File: src/rtl/i2c_rp_pkg.sv
package i2c_rp_pkg;
  localparam int DW = 8;
  localparam int DAT_N = 8;
  localparam int SYS_N = 4;
  localparam int DAT_IW = $clog2(DAT_N);
  localparam int SYS_IW = $clog2(SYS_N);
  localparam logic [7:0] SYS_BASE = 8'h20;
  localparam logic [7:0] PTR_NONE = 8'hFF;

  typedef enum logic [2:0] {
    ST_IDLE, ST_ADDR, ST_AACK, ST_RX, ST_RACK, ST_TX, ST_TACK
  } st_t;

  function automatic logic is_dat(input logic [7:0] p);
    return p < 8'(DAT_N);
  endfunction

  function automatic logic is_sys(input logic [7:0] p);
    return (p >= SYS_BASE) && (p < SYS_BASE + 8'(SYS_N));
  endfunction

  function automatic logic ptr_ok(input logic [7:0] p);
    return is_dat(p) || is_sys(p);
  endfunction
endpackage

File: src/rtl/i2c_rp_sync.sv
module i2c_rp_sync #(
  parameter int LINES  = 2,
  parameter int STAGES = 2
) (
  input  logic             clk,
  input  logic             rst_n,
  input  logic [LINES-1:0] raw,
  output logic [LINES-1:0] lvl,
  output logic [LINES-1:0] rise,
  output logic [LINES-1:0] fall
);
  for (genvar g = 0; g < LINES; g++) begin : g_line
    logic [STAGES:0] chain;
    always_ff @(posedge clk or negedge rst_n) begin
      if (!rst_n) chain <= '1;
      else        chain <= {chain[STAGES-1:0], raw[g]};
    end
    assign lvl[g]  = chain[STAGES-1];
    assign rise[g] = chain[STAGES-1] & ~chain[STAGES];
    assign fall[g] = ~chain[STAGES-1] & chain[STAGES];
  end
endmodule

File: src/rtl/i2c_rp_regs.sv
module i2c_rp_regs
  import i2c_rp_pkg::*;
(
  input  logic              clk,
  input  logic              rst_n,
  input  logic              bus_we,
  input  logic [7:0]        bus_ptr,
  input  logic [DW-1:0]     bus_wdata,
  input  logic [7:0]        rd_ptr,
  output logic [DW-1:0]     rd_data,
  input  logic              dat_we,
  input  logic [DAT_IW-1:0] dat_widx,
  input  logic [DW-1:0]     dat_wdata,
  input  logic [DAT_IW-1:0] dat_ridx,
  output logic [DW-1:0]     dat_rdata,
  input  logic              sys_we,
  input  logic [SYS_IW-1:0] sys_widx,
  input  logic [DW-1:0]     sys_wdata
);
  logic [DAT_N*DW-1:0] dat_flat;
  logic [SYS_N*DW-1:0] sys_flat;

  // local port wins when both sides hit the same register in one cycle
  for (genvar i = 0; i < DAT_N; i++) begin : g_dat
    logic [DW-1:0] q;
    always_ff @(posedge clk or negedge rst_n) begin
      if (!rst_n)                                  q <= '0;
      else if (dat_we && dat_widx == DAT_IW'(i))   q <= dat_wdata;
      else if (bus_we && bus_ptr == 8'(i))         q <= bus_wdata;
    end
    assign dat_flat[i*DW +: DW] = q;
  end

  for (genvar i = 0; i < SYS_N; i++) begin : g_sys
    logic [DW-1:0] q;
    always_ff @(posedge clk or negedge rst_n) begin
      if (!rst_n)                                     q <= '0;
      else if (sys_we && sys_widx == SYS_IW'(i))      q <= sys_wdata;
      else if (bus_we && bus_ptr == SYS_BASE + 8'(i)) q <= bus_wdata;
    end
    assign sys_flat[i*DW +: DW] = q;
  end

  logic [DAT_IW-1:0] rd_di;
  logic [SYS_IW-1:0] rd_si;
  assign rd_di = DAT_IW'(rd_ptr);
  assign rd_si = SYS_IW'(rd_ptr - SYS_BASE);

  always_comb begin
    if (is_dat(rd_ptr))      rd_data = dat_flat[rd_di*DW +: DW];
    else if (is_sys(rd_ptr)) rd_data = sys_flat[rd_si*DW +: DW];
    else                     rd_data = '1;
  end

  assign dat_rdata = dat_flat[dat_ridx*DW +: DW];
endmodule

File: src/rtl/i2c_rp_engine.sv
module i2c_rp_engine
  import i2c_rp_pkg::*;
(
  input  logic          clk,
  input  logic          rst_n,
  input  logic [6:0]    dev_addr,
  input  logic          scl_lvl,
  input  logic          sda_lvl,
  input  logic          scl_rise,
  input  logic          scl_fall,
  input  logic          sda_rise,
  input  logic          sda_fall,
  input  logic [DW-1:0] rd_data,
  output logic [7:0]    ptr,
  output st_t           st,
  output logic          sda_oe,
  output logic          bus_we,
  output logic [7:0]    bus_ptr,
  output logic [DW-1:0] bus_wdata,
  output logic          start_evt,
  output logic          stop_evt,
  output logic          addr_wr_hit
);
  logic [7:0]    sh;
  logic [DW-1:0] tx;
  logic [3:0]    cnt;
  logic          rw;
  logic          mack;
  logic          byte_done;
  logic          addr_match;
  logic [7:0]    rd_start;

  assign start_evt  = sda_fall & scl_lvl;
  assign stop_evt   = sda_rise & scl_lvl;
  assign byte_done  = scl_fall && (cnt == 4'd8);
  assign addr_match = (sh[7:1] == dev_addr);
  assign rd_start   = (ptr == PTR_NONE) ? 8'h00 : ptr;
  assign addr_wr_hit = (st == ST_ADDR) && byte_done && addr_match && !sh[0];
  assign bus_we     = (st == ST_RX) && byte_done && (ptr != PTR_NONE) && ptr_ok(ptr);
  assign bus_ptr    = ptr;
  assign bus_wdata  = sh;

  always_ff @(posedge clk or negedge rst_n) begin
    if (!rst_n) begin
      st     <= ST_IDLE;
      ptr    <= PTR_NONE;
      sh     <= '0;
      tx     <= '0;
      cnt    <= '0;
      rw     <= 1'b0;
      mack   <= 1'b0;
      sda_oe <= 1'b0;
    end else if (stop_evt) begin
      st     <= ST_IDLE;
      sda_oe <= 1'b0;
    end else if (start_evt) begin
      st     <= ST_ADDR;
      cnt    <= '0;
      sda_oe <= 1'b0;
    end else begin
      case (st)
        ST_ADDR, ST_RX: begin
          if (scl_rise && cnt != 4'd8) begin
            sh  <= {sh[6:0], sda_lvl};
            cnt <= cnt + 4'd1;
          end else if (byte_done) begin
            cnt <= '0;
            if (st == ST_ADDR) begin
              if (!addr_match) begin
                st <= ST_IDLE;
              end else if (!sh[0]) begin
                ptr <= PTR_NONE; rw <= 1'b0; st <= ST_AACK; sda_oe <= 1'b1;
              end else if (ptr_ok(rd_start)) begin
                ptr <= rd_start; rw <= 1'b1; st <= ST_AACK; sda_oe <= 1'b1;
              end else begin
                st <= ST_IDLE;
              end
            end else if (ptr == PTR_NONE) begin
              if (ptr_ok(sh)) begin
                ptr <= sh; st <= ST_RACK; sda_oe <= 1'b1;
              end else begin
                st <= ST_IDLE;
              end
            end else if (ptr_ok(ptr)) begin
              ptr <= ptr + 8'd1; st <= ST_RACK; sda_oe <= 1'b1;
            end else begin
              st <= ST_IDLE;
            end
          end
        end
        ST_AACK: begin
          if (scl_fall) begin
            cnt <= '0;
            if (rw) begin
              tx <= rd_data; ptr <= ptr + 8'd1; st <= ST_TX; sda_oe <= ~rd_data[DW-1];
            end else begin
              st <= ST_RX; sda_oe <= 1'b0;
            end
          end
        end
        ST_RACK: begin
          if (scl_fall) begin
            st <= ST_RX; sda_oe <= 1'b0;
          end
        end
        ST_TX: begin
          if (scl_rise) begin
            cnt <= cnt + 4'd1;
          end else if (scl_fall) begin
            if (cnt == 4'd8) begin
              st <= ST_TACK; sda_oe <= 1'b0;
            end else begin
              tx <= {tx[DW-2:0], 1'b0}; sda_oe <= ~tx[DW-2];
            end
          end
        end
        ST_TACK: begin
          if (scl_rise) begin
            mack <= ~sda_lvl;
          end else if (scl_fall) begin
            if (mack && ptr_ok(ptr)) begin
              tx <= rd_data; ptr <= ptr + 8'd1; cnt <= '0;
              st <= ST_TX; sda_oe <= ~rd_data[DW-1];
            end else begin
              st <= ST_IDLE;
            end
          end
        end
        default: ;
      endcase
    end
  end
endmodule

File: src/rtl/i2c_regptr_target.sv
module i2c_regptr_target
  import i2c_rp_pkg::*;
(
  input  logic              clk,
  input  logic              rst_n,
  input  logic [6:0]        dev_addr,
  input  logic              scl_i,
  input  logic              sda_i,
  output logic              sda_oe,
  input  logic              dat_we,
  input  logic [DAT_IW-1:0] dat_widx,
  input  logic [DW-1:0]     dat_wdata,
  input  logic [DAT_IW-1:0] dat_ridx,
  output logic [DW-1:0]     dat_rdata,
  input  logic              sys_we,
  input  logic [SYS_IW-1:0] sys_widx,
  input  logic [DW-1:0]     sys_wdata
);
  logic [1:0] ln_lvl, ln_rise, ln_fall;
  logic [7:0]    ptr;
  st_t           st;
  logic          bus_we;
  logic [7:0]    bus_ptr;
  logic [DW-1:0] bus_wdata;
  logic [DW-1:0] rd_data;
  logic          start_evt, stop_evt, addr_wr_hit;

  i2c_rp_sync #(.LINES(2), .STAGES(2)) u_sync (
    .clk(clk), .rst_n(rst_n), .raw({sda_i, scl_i}),
    .lvl(ln_lvl), .rise(ln_rise), .fall(ln_fall)
  );

  i2c_rp_engine u_eng (
    .clk(clk), .rst_n(rst_n), .dev_addr(dev_addr),
    .scl_lvl(ln_lvl[0]), .sda_lvl(ln_lvl[1]),
    .scl_rise(ln_rise[0]), .scl_fall(ln_fall[0]),
    .sda_rise(ln_rise[1]), .sda_fall(ln_fall[1]),
    .rd_data(rd_data), .ptr(ptr), .st(st), .sda_oe(sda_oe),
    .bus_we(bus_we), .bus_ptr(bus_ptr), .bus_wdata(bus_wdata),
    .start_evt(start_evt), .stop_evt(stop_evt), .addr_wr_hit(addr_wr_hit)
  );

  i2c_rp_regs u_regs (
    .clk(clk), .rst_n(rst_n),
    .bus_we(bus_we), .bus_ptr(bus_ptr), .bus_wdata(bus_wdata),
    .rd_ptr(ptr), .rd_data(rd_data),
    .dat_we(dat_we), .dat_widx(dat_widx), .dat_wdata(dat_wdata),
    .dat_ridx(dat_ridx), .dat_rdata(dat_rdata),
    .sys_we(sys_we), .sys_widx(sys_widx), .sys_wdata(sys_wdata)
  );
endmodule

File: config.mk
export PLATFORM = sky130hd
export DESIGN_NAME = i2c_regptr_target
export DESIGN_NICKNAME = d
export VERILOG_FILES = /design/src/rtl/i2c_rp_pkg.sv /design/src/rtl/i2c_rp_sync.sv /design/src/rtl/i2c_rp_regs.sv /design/src/rtl/i2c_rp_engine.sv /design/src/rtl/i2c_regptr_target.sv
export SDC_FILE = /design/constraint.sdc
export NUM_CORES = 1
export LEC_CHECK = 0
export BUFFER_PORTS_ARGS = -buffer_cell sky130_fd_sc_hd__buf_2
export CAP_MARGIN = 20
export CORE_UTILIZATION = 67
export DETAILED_ROUTE_END_ITERATION = 10
export PLACE_DENSITY = 0.89
export SLEW_MARGIN = 20
export SYNTH_ARGS = -nofsm -noshare
export SYNTH_HDL_FRONTEND = slang
export SYNTH_SLANG_ARGS = --single-unit
File: constraint.sdc
create_clock -name clk -period 5.3 [get_ports clk]
set_clock_uncertainty 0.2 [all_clocks]
set_input_delay 0.53 -clock clk [delete_from_list [all_inputs] [get_ports clk]]
set_output_delay 0.53 -clock clk [all_outputs]
set_load 0.03 [all_outputs]
==> summary.md, run 1 <==
| Metric | Value |
|---|---|
| Status | `complete, no violations` |
| DRC | `0` |
| Final nets | `just under 900` |
| Worst endpoint required time | `roughly 5400 ps` |
| Syn avg cell area | `between 10 and 15 sq um` |
| N_diodes | `0` |
| CTS Root Cell | `clkbuf_16` |
| Fill cells | `~700` |
| Share of layout cells above drive strength 1 | `~22%` |
| Global Route Usage Sum | `between 30% and 40%` |
| Die Ht | `approximately 110 um` |
| Worst-skew pair later-pin latency | `440 ps` |
| Setup total negative slack | `0 ps` |
| Initial DRC count | `1,041` |
| Drt pass-1 iters | `6` |
| Vias in the first global route | `approximately 7,300` |
| Peak VDD IR | `284 uV` |
| Crit Path Class | `reg -> reg` |
| Synth area leaders | `dfrtp_1 (36%), mux2i_1 (12%), mux4_2 (11%)` |
| Total grt overflow | `0` |
| Die width | `between 100 and 150 um` |
| CP startpoint kind | `flop` |
| Seq/Total Area, Yosys | `about two fifths` |
| Hold Violations, Final | `0` |
| CTS tree | `yes` |
| Worst reg-to-reg path cell count | `7` |
| Design area | `between 0.009 and 0.01 sq mm` |
| Post-synthesis register bit count | `approximately 140` |
| Via density | `7.10` |
| Slew Viols, Final | `0` |
| CTS buffer count | `17` |
| Fmax | `roughly 280 MHz` |
| Initial antenna violation count | `0` |
| Io pins | `46` |
| Commonest cells post-synth | `dfrtp_1 (121), mux2i_1 (102), nand2_1 (80)` |
| Final Cycle Share | `67.4%` |
| Worst r2r src | `u_eng.bus_ptr[0]` |
| CTS-repair resized insts | `0` |
| Fin crit period | `between 3000 and 4000 ps` |
| Slew of the pin with the lowest slew margin | `around 1100 ps` |
| Syn Nets | `a little under 900` |
| CP Max Fanout | `32` |
| First-pass GRT wire length | `between 30 and 40 mm` |
| CTS H-tree depth | `4` |
| R2R setup slack | `between 1500 and 2000 ps` |
| Starting Density | `a little over two thirds` |
| Mapped Area | `~0.0084 sq mm` |
| RSZ-0062 raised after global routing | `false` |
| Core Region | `0.0121 sq mm` |
| Synth Flop Type | `dfrtp_1` |
| Routed WL | `~24 mm` |
| Postcts setup bufs | `0` |
| Synth cell types | `73` |
| Antenna-violating nets left | `0` |
| Post-DP HPWL | `approximately 15 mm` |
| CTS max path bufs | `2` |
| P&R area growth vs syn | `11.0%` |
| Yosys top cell by area | `dfrtp_1` |
| CTS Hold Bufs | `3` |
| Hold path depth | `0` |
| Critical path data arrival time | `between 3000 and 4000 ps` |
| Cells after synthesis | `slightly above 800` |
| Reg-to-reg critical path endpoint | `u_regs.g_sys[1].q[1]` |
| Clk sink count | `135` |
| Crit path launch | `u_eng.bus_ptr[0]` |
| Yosys top cell area share | `a little over a third` |
| Die area | `0.0130 sq mm` |
| Setup-failing EPs final | `0` |
| Largest net degree at the start of global routing | `85` |
| # rows | `40` |
| Clock transition at path regs | `60 ps` |
| Via count | `slightly above 7,000` |
| HP Start | `u_sync.g_line[1].chain[0]` |
| Count leader, synth | `dfrtp_1` |
| P_leak | `4.08 nW` |
| Hold Path Class | `reg -> reg` |
| RD Place Congestion | `0.924` |
| Port Buffers | `45` |
| Post-synth EDFFs | `0` |
| Synth async-reset ratio | `100%` |
| Dpl cell area | `~0.0086 sq mm` |
| Pwr dens | `between 400 and 500 mW/mm^2` |
| WL/cell | `23.6 um` |
| Max-Cap Viols | `0` |
| Relative slew slack | `between 20% and 30%` |
| Hold endpoint | `u_sync.g_line[1].chain[1]` |
| CP endpoint kind | `flop` |
| Synth Warn # | `0` |
registers in the layout, indices dropped and copies added (netlist names):
register,count
u_regs.g_dat.q,64
u_regs.g_sys.q,32
u_eng.bus_ptr,8
u_eng.bus_wdata,8
u_eng.tx,7
u_sync.g_line.chain,6
u_eng.cnt,4
u_eng.st,3
u_eng.mack,1
u_eng.rw,1
u_eng.sda_oe,1
where the power goes:
group / total, mW / internal, mW / leakage (nW) / switching (mW)
clock network: 1.33 / 0.851 / 0.312 / 0.481
logic: 1.27 / 0.574 / 2.06 / 0.699
registers: 1.68 / 1.28 / 1.70 / 0.393
layout make-up:
class	instances	area, sq um	area share [%]
Multi-Input combinational cell	607	4690	50.3
Clock buffer	21	450	4.83
Tap cell	168	210	2.25
Clock inverter	11	198	2.12
Sequential cell	135	3400	36.4
Timing Repair Buffer	59	344	3.69
Inverter	11	41.3	0.442
cell usage in the layout (no fill, tap or decap), drive strengths merged, types with 4 or more instances in the layout:
cell type  netlist  routed
or3              4       4
nor3             8       8
o21ai           88      88
buf             36      56
mux2i          102     102
clkbuf          38      21
inv             10      12
nor3b            4       4
dfstp           14      14
o22ai            7       7
dfrtp          121     121
a21o             4       4
xnor2            7       7
nand4            8       8
nor2            75      75
nand2b           7       7
nor2b            4       4
a211oi           5       5
nand3            9       9
bufinv           0       5
mux2            25      25
nand2           81      81
nor4             6       6
a21boi           5       5
ha               6       6
and2             4       4
clkinv           1       4
mux4            40      40
a22oi            4       4
a21oi           58      58
nand3b           5       5
worst max-delay path, stage by stage (launching register included):
cell      delay (ps)
dfstp_2          520
buf_4            490
ha_1             410
nand3_4          130
o21ai_1          390
nor3_2           130
a21boi_1         830
o21ai_0          280
logic make-up after synthesis:
logic type / Yosys count / share of synthesized area [%]
and+or+nand+nor: 226 / 13.0
AOI/OAI and AO/OA: 200 / 14.5
muxes: 167 / 26.2
DFF: 135 / 40.4
buffers and inverters: 85 / 4.20
xor gates and xnor gates: 8 / 0.833
adders and majority gates: 6 / 0.893
per-stage QoR:
stage	power, mW	std cells	setup slack, ps	util [%]	hold WS [ps]
floorplan	2.48	827	2460	-	34.4
global placement	2.78	977	1890	71.3	146
detailed placement	2.87	977	1740	71.3	149
CTS	4.22	1012	1540	76.9	164
global route	4.44	1012	1420	77.1	160
finish	4.28	1012	1730	77.1	162
layer usage:
| layer | vias up | global-route usage (%) | wire (um) |
|---|---|---|---|
| met5 | - | 0 | 0 |
| met4 | 0 | 20.8 | 1130 |
| met1 | 3479 | 47.6 | 8750 |
| met3 | 135 | 12.9 | 2740 |
| met2 | 540 | 60.7 | 11300 |
| li1 | 3027 | - | - |
worst max-delay path by stage:
| stage | endpoint | slack [ps] | cells past startpoint |
|---|---|---|---|
| 5_1_grt | u_regs.g_sys[1].q[1] | 1420 | 7 |
| 6_report | u_regs.g_sys[1].q[1] | 1730 | 7 |
| 2_1_floorplan | dat_rdata[0] | 2460 | 4 |
| 3_5_place_dp | u_regs.g_dat[5].q[4] | 1740 | 7 |
| 4_1_cts | u_regs.g_dat[5].q[4] | 1540 | 7 |
| 3_3_place_gp | u_regs.g_dat[5].q[4] | 1890 | 7 |
Note: power is estimated with default switching activity, not from simulation.
==> run 2, diff against run 1 <==
--- a/config.mk
+++ b/config.mk
@@ -7,9 +7,9 @@
 export LEC_CHECK = 0
 export BUFFER_PORTS_ARGS = -buffer_cell sky130_fd_sc_hd__buf_2
 export CAP_MARGIN = 20
-export CORE_UTILIZATION = 67
+export CORE_UTILIZATION = 62
 export DETAILED_ROUTE_END_ITERATION = 10
-export PLACE_DENSITY = 0.89
+export PLACE_DENSITY = 0.84
 export SLEW_MARGIN = 20
 export SYNTH_ARGS = -nofsm -noshare
 export SYNTH_HDL_FRONTEND = slang
==> constraint.sdc (replaced) <==
create_clock -name clk -period 3.6 [get_ports clk]
set_clock_uncertainty 0.2 [all_clocks]
set_input_delay 0.36 -clock clk [delete_from_list [all_inputs] [get_ports clk]]
set_output_delay 0.36 -clock clk [all_outputs]
set_load 0.03 [all_outputs]
==> summary.md, run 2 (same netlist as run 1, synthesis figures left out) <==
| Metric | Value |
|---|---|
| Status | `complete, no violations (unchanged)` |
| Clock transition at path regs | `60 ps (about the same)` |
| PnR Total Power | `5.90 mW (was 4.28 mW)` |
| N_diodes | `0 (unchanged)` |
| Top flop regs | `u_regs.g_dat.q (64), u_regs.g_sys.q (32) (unchanged)` |
| P&R area growth vs syn | `10.7% (was 11.0%)` |
| Total grt overflow | `0 (unchanged)` |
| Slew of the pin with the lowest slew margin | `1060 ps (about the same)` |
| Worst-skew pair later-pin latency | `430 ps (was 440 ps)` |
| Die area | `0.0140 sq mm (was 0.0130 sq mm)` |
| Via count | `7,077 (was 7,181)` |
| Core Region | `0.0132 sq mm (was 0.0121 sq mm)` |
| CTS-repair resized insts | `0 (unchanged)` |
| Clock network power share | `26.7% (was 31.1%)` |
| Commonest non-fill, non-tap cells in the layout | `dfrtp_1 (121), mux2i_1 (102), nand2_1 (80) (unchanged)` |
| Worst endpoint required time | `3760 ps (was 5350 ps)` |
| Die width | `118 um (was 114 um)` |
| Fmax | `321 MHz (was 280 MHz)` |
| Hold Violations, Final | `0 (unchanged)` |
| CTS buffer count | `17 (unchanged)` |
| Setup total negative slack | `0 ps (unchanged)` |
| CTS max path bufs | `2 (unchanged)` |
| Bufs and invs on worst path | `1 (unchanged)` |
| # rows | `42 (was 40)` |
| Drt pass-1 iters | `5 (was 6)` |
| Hold Path Class | `in -> reg (was reg -> reg)` |
| P_leak | `4.08 nW (about the same)` |
| Port Buffers | `45 (unchanged)` |
| Power share of the combinational group | `32.9% (was 29.7%)` |
| CP startpoint kind | `flop (unchanged)` |
| Int Pwr | `3.70 mW (was 2.71 mW)` |
| CTS H-tree depth | `4 (unchanged)` |
| Sw frac | `37.3% (was 36.7%)` |
| Top reg by flops | `u_regs.g_dat.q (unchanged)` |
| Largest net degree at the start of global routing | `75 (was 85)` |
| Relative slew slack | `29.6% (was 29.0%)` |
| CTS Hold Bufs | `3 (unchanged)` |
| Via density | `6.86 (was 7.10)` |
| Post-DP HPWL | `15.4 mm (was 14.8 mm)` |
| Io pins | `46 (unchanged)` |
| Pwr dens | `634 mW/mm^2 (was 459 mW/mm^2)` |
| Starting Density | `63.5% (was 69.4%)` |
| Crit path cell chain | `inv_1 > ha_1 > and3b_1 > nand3_1 > nor3_1 > a21o_1 > nor2_1 > a21oi_1 (was buf_4 > ha_1 > nand3_4 > o21ai_1 > nor3_2 > a21boi_1 > o21ai_0)` |
| Critical Path Max Stage Delay | `580 ps (was 830 ps)` |
| Crit Path Class | `reg -> reg (unchanged)` |
| Commonest non-fill, non-tap cell in the layout | `dfrtp_1 (unchanged)` |
| Initial DRC count | `804 (was 1,041)` |
| Share of layout cells above drive strength 1 | `22.4% (was 22.2%)` |
| Fin crit period | `3120 ps (was 3570 ps)` |
| Slowest stage cell, crit path | `a21o_1 (was a21boi_1)` |
| Die Ht | `118 um (was 114 um)` |
| Max-Cap Viols | `0 (unchanged)` |
| Slew Viols, Final | `0 (unchanged)` |
| Peak VDD IR | `437 uV (was 284 uV)` |
| Critical path data arrival time | `3270 ps (was 3620 ps)` |
| Flop pwr share | `40.4% (was 39.2%)` |
| Routed WL | `24.0 mm (was 23.9 mm)` |
| Vias in the first global route | `7,187 (was 7,269)` |
| Initial antenna violation count | `0 (unchanged)` |
| CP endpoint kind | `flop (unchanged)` |
| Global Route Usage Sum | `36.2% (was 38.7%)` |
| First-pass GRT wire length | `38.6 mm (was 37.9 mm)` |
| CTS tree | `yes (unchanged)` |
| CP Max Fanout | `16 (was 32)` |
| WL/cell | `23.3 um (was 23.6 um)` |
| Largest delay contributor family on the critical path | `simple AND/OR/NAND/NOR gates (was compound AO/OA/AOI/OAI gates)` |
| RD Place Congestion | `0.940 (was 0.924)` |
| Antenna-violating nets left | `0 (unchanged)` |
| Setup-failing EPs final | `0 (unchanged)` |
| RSZ-0062 raised after global routing | `false (unchanged)` |
| Psw | `2.20 mW (was 1.57 mW)` |
| Postcts setup bufs | `0 (unchanged)` |
| Final Cycle Share | `86.6% (was 67.4%)` |
| CTS Root Cell | `clkbuf_16 (unchanged)` |
| Final nets | `886 (was 874)` |
| DRC | `0 (unchanged)` |
| Clk sink count | `135 (unchanged)` |
| Max reg flops | `64 (unchanged)` |
## run 2: cell types whose count changed in the layout (fill, tap and decap cells not counted)
cell / change
a21boi_1: -1
a21boi_2: +1
a21oi_1: +3
a21oi_2: -3
a41oi_1: +1
a41oi_2: -1
buf_12: +1
buf_4: +11
bufinv_16: -5
clkbuf_1: +4
clkbuf_8: +3
clkinv_2: +2
clkinv_4: -2
inv_6: -2
## run 2: worst reg2reg max path: stages, from the launching register on
cell and delay [ps]:
dfrtp_1 390, inv_1 110, ha_1 190, and3b_1 390
nand3_1 360, nor3_1 540, a21o_1 580, nor2_1 150
a21oi_1 140
## run 2: final timing paths
kind                                            from                        end  slack (ps)  cells past startpoint
setup / recovery                        u_eng.cnt[0]       u_regs.g_dat[4].q[4]         480                      8
hold / removal                          sys_wdata[6]       u_regs.g_sys[1].q[6]          70                      3
setup reg to reg                        u_eng.cnt[0]       u_regs.g_dat[4].q[4]         480                      8
hold reg to reg            u_sync.g_line[1].chain[0]  u_sync.g_line[1].chain[1]         160                      0
max in group asynchronous                      rst_n       u_regs.g_sys[2].q[3]        2030                      3
min in group asynchronous                      rst_n       u_regs.g_dat[5].q[2]         320                      2
## run 2: area by class of cell
class / count / area, sq um
Clock buffer: 28 / 507
Clock inverter: 4 / 22.5
Fill cell: 961 / 3930
Inverter: 11 / 41.3
Multi-Input combinational cell: 607 / 4680
Sequential cell: 135 / 3400
Tap cell: 176 / 220
Timing Repair Buffer: 71 / 447
## run 2: stage by stage
stage | cells | setup slack [ps] | hold WS [ps] | utilization (%) | cell area (sq um)
5_1_grt | 1032 | 360 | 113 | 70.3 | 9310
3_3_place_gp | 997 | 691 | 147 | 66.1 | 8750
4_1_cts | 1032 | 556 | 77.4 | 70.3 | 9310
6_report | 1032 | 482 | 74.7 | 70.3 | 9310
3_5_place_dp | 997 | 575 | 150 | 66.1 | 8750
2_1_floorplan | 827 | 1100 | -136 | - | 8410
## run 2: layer usage
| layer | part of all wire (%) | track usage (%) | vias up |
|---|---|---|---|
| met5 | 0 | 0 | - |
| met4 | 5.2 | 18.8 | 0 |
| met3 | 10 | 10.3 | 118 |
| met2 | 47 | 56.2 | 430 |
| met1 | 38 | 46.4 | 3476 |
| li1 | - | - | 3053 |
## run 2: power groups by stage
stage | sequential [mW] | combinational (mW) | clock [mW]
2_1_floorplan | 2.10 | 1.56 | 0
3_3_place_gp | 2.33 | 1.81 | 0
3_5_place_dp | 2.38 | 1.89 | 0
4_1_cts | 2.36 | 1.92 | 1.58
5_1_grt | 2.42 | 2.12 | 1.64
6_report | 2.38 | 1.94 | 1.58
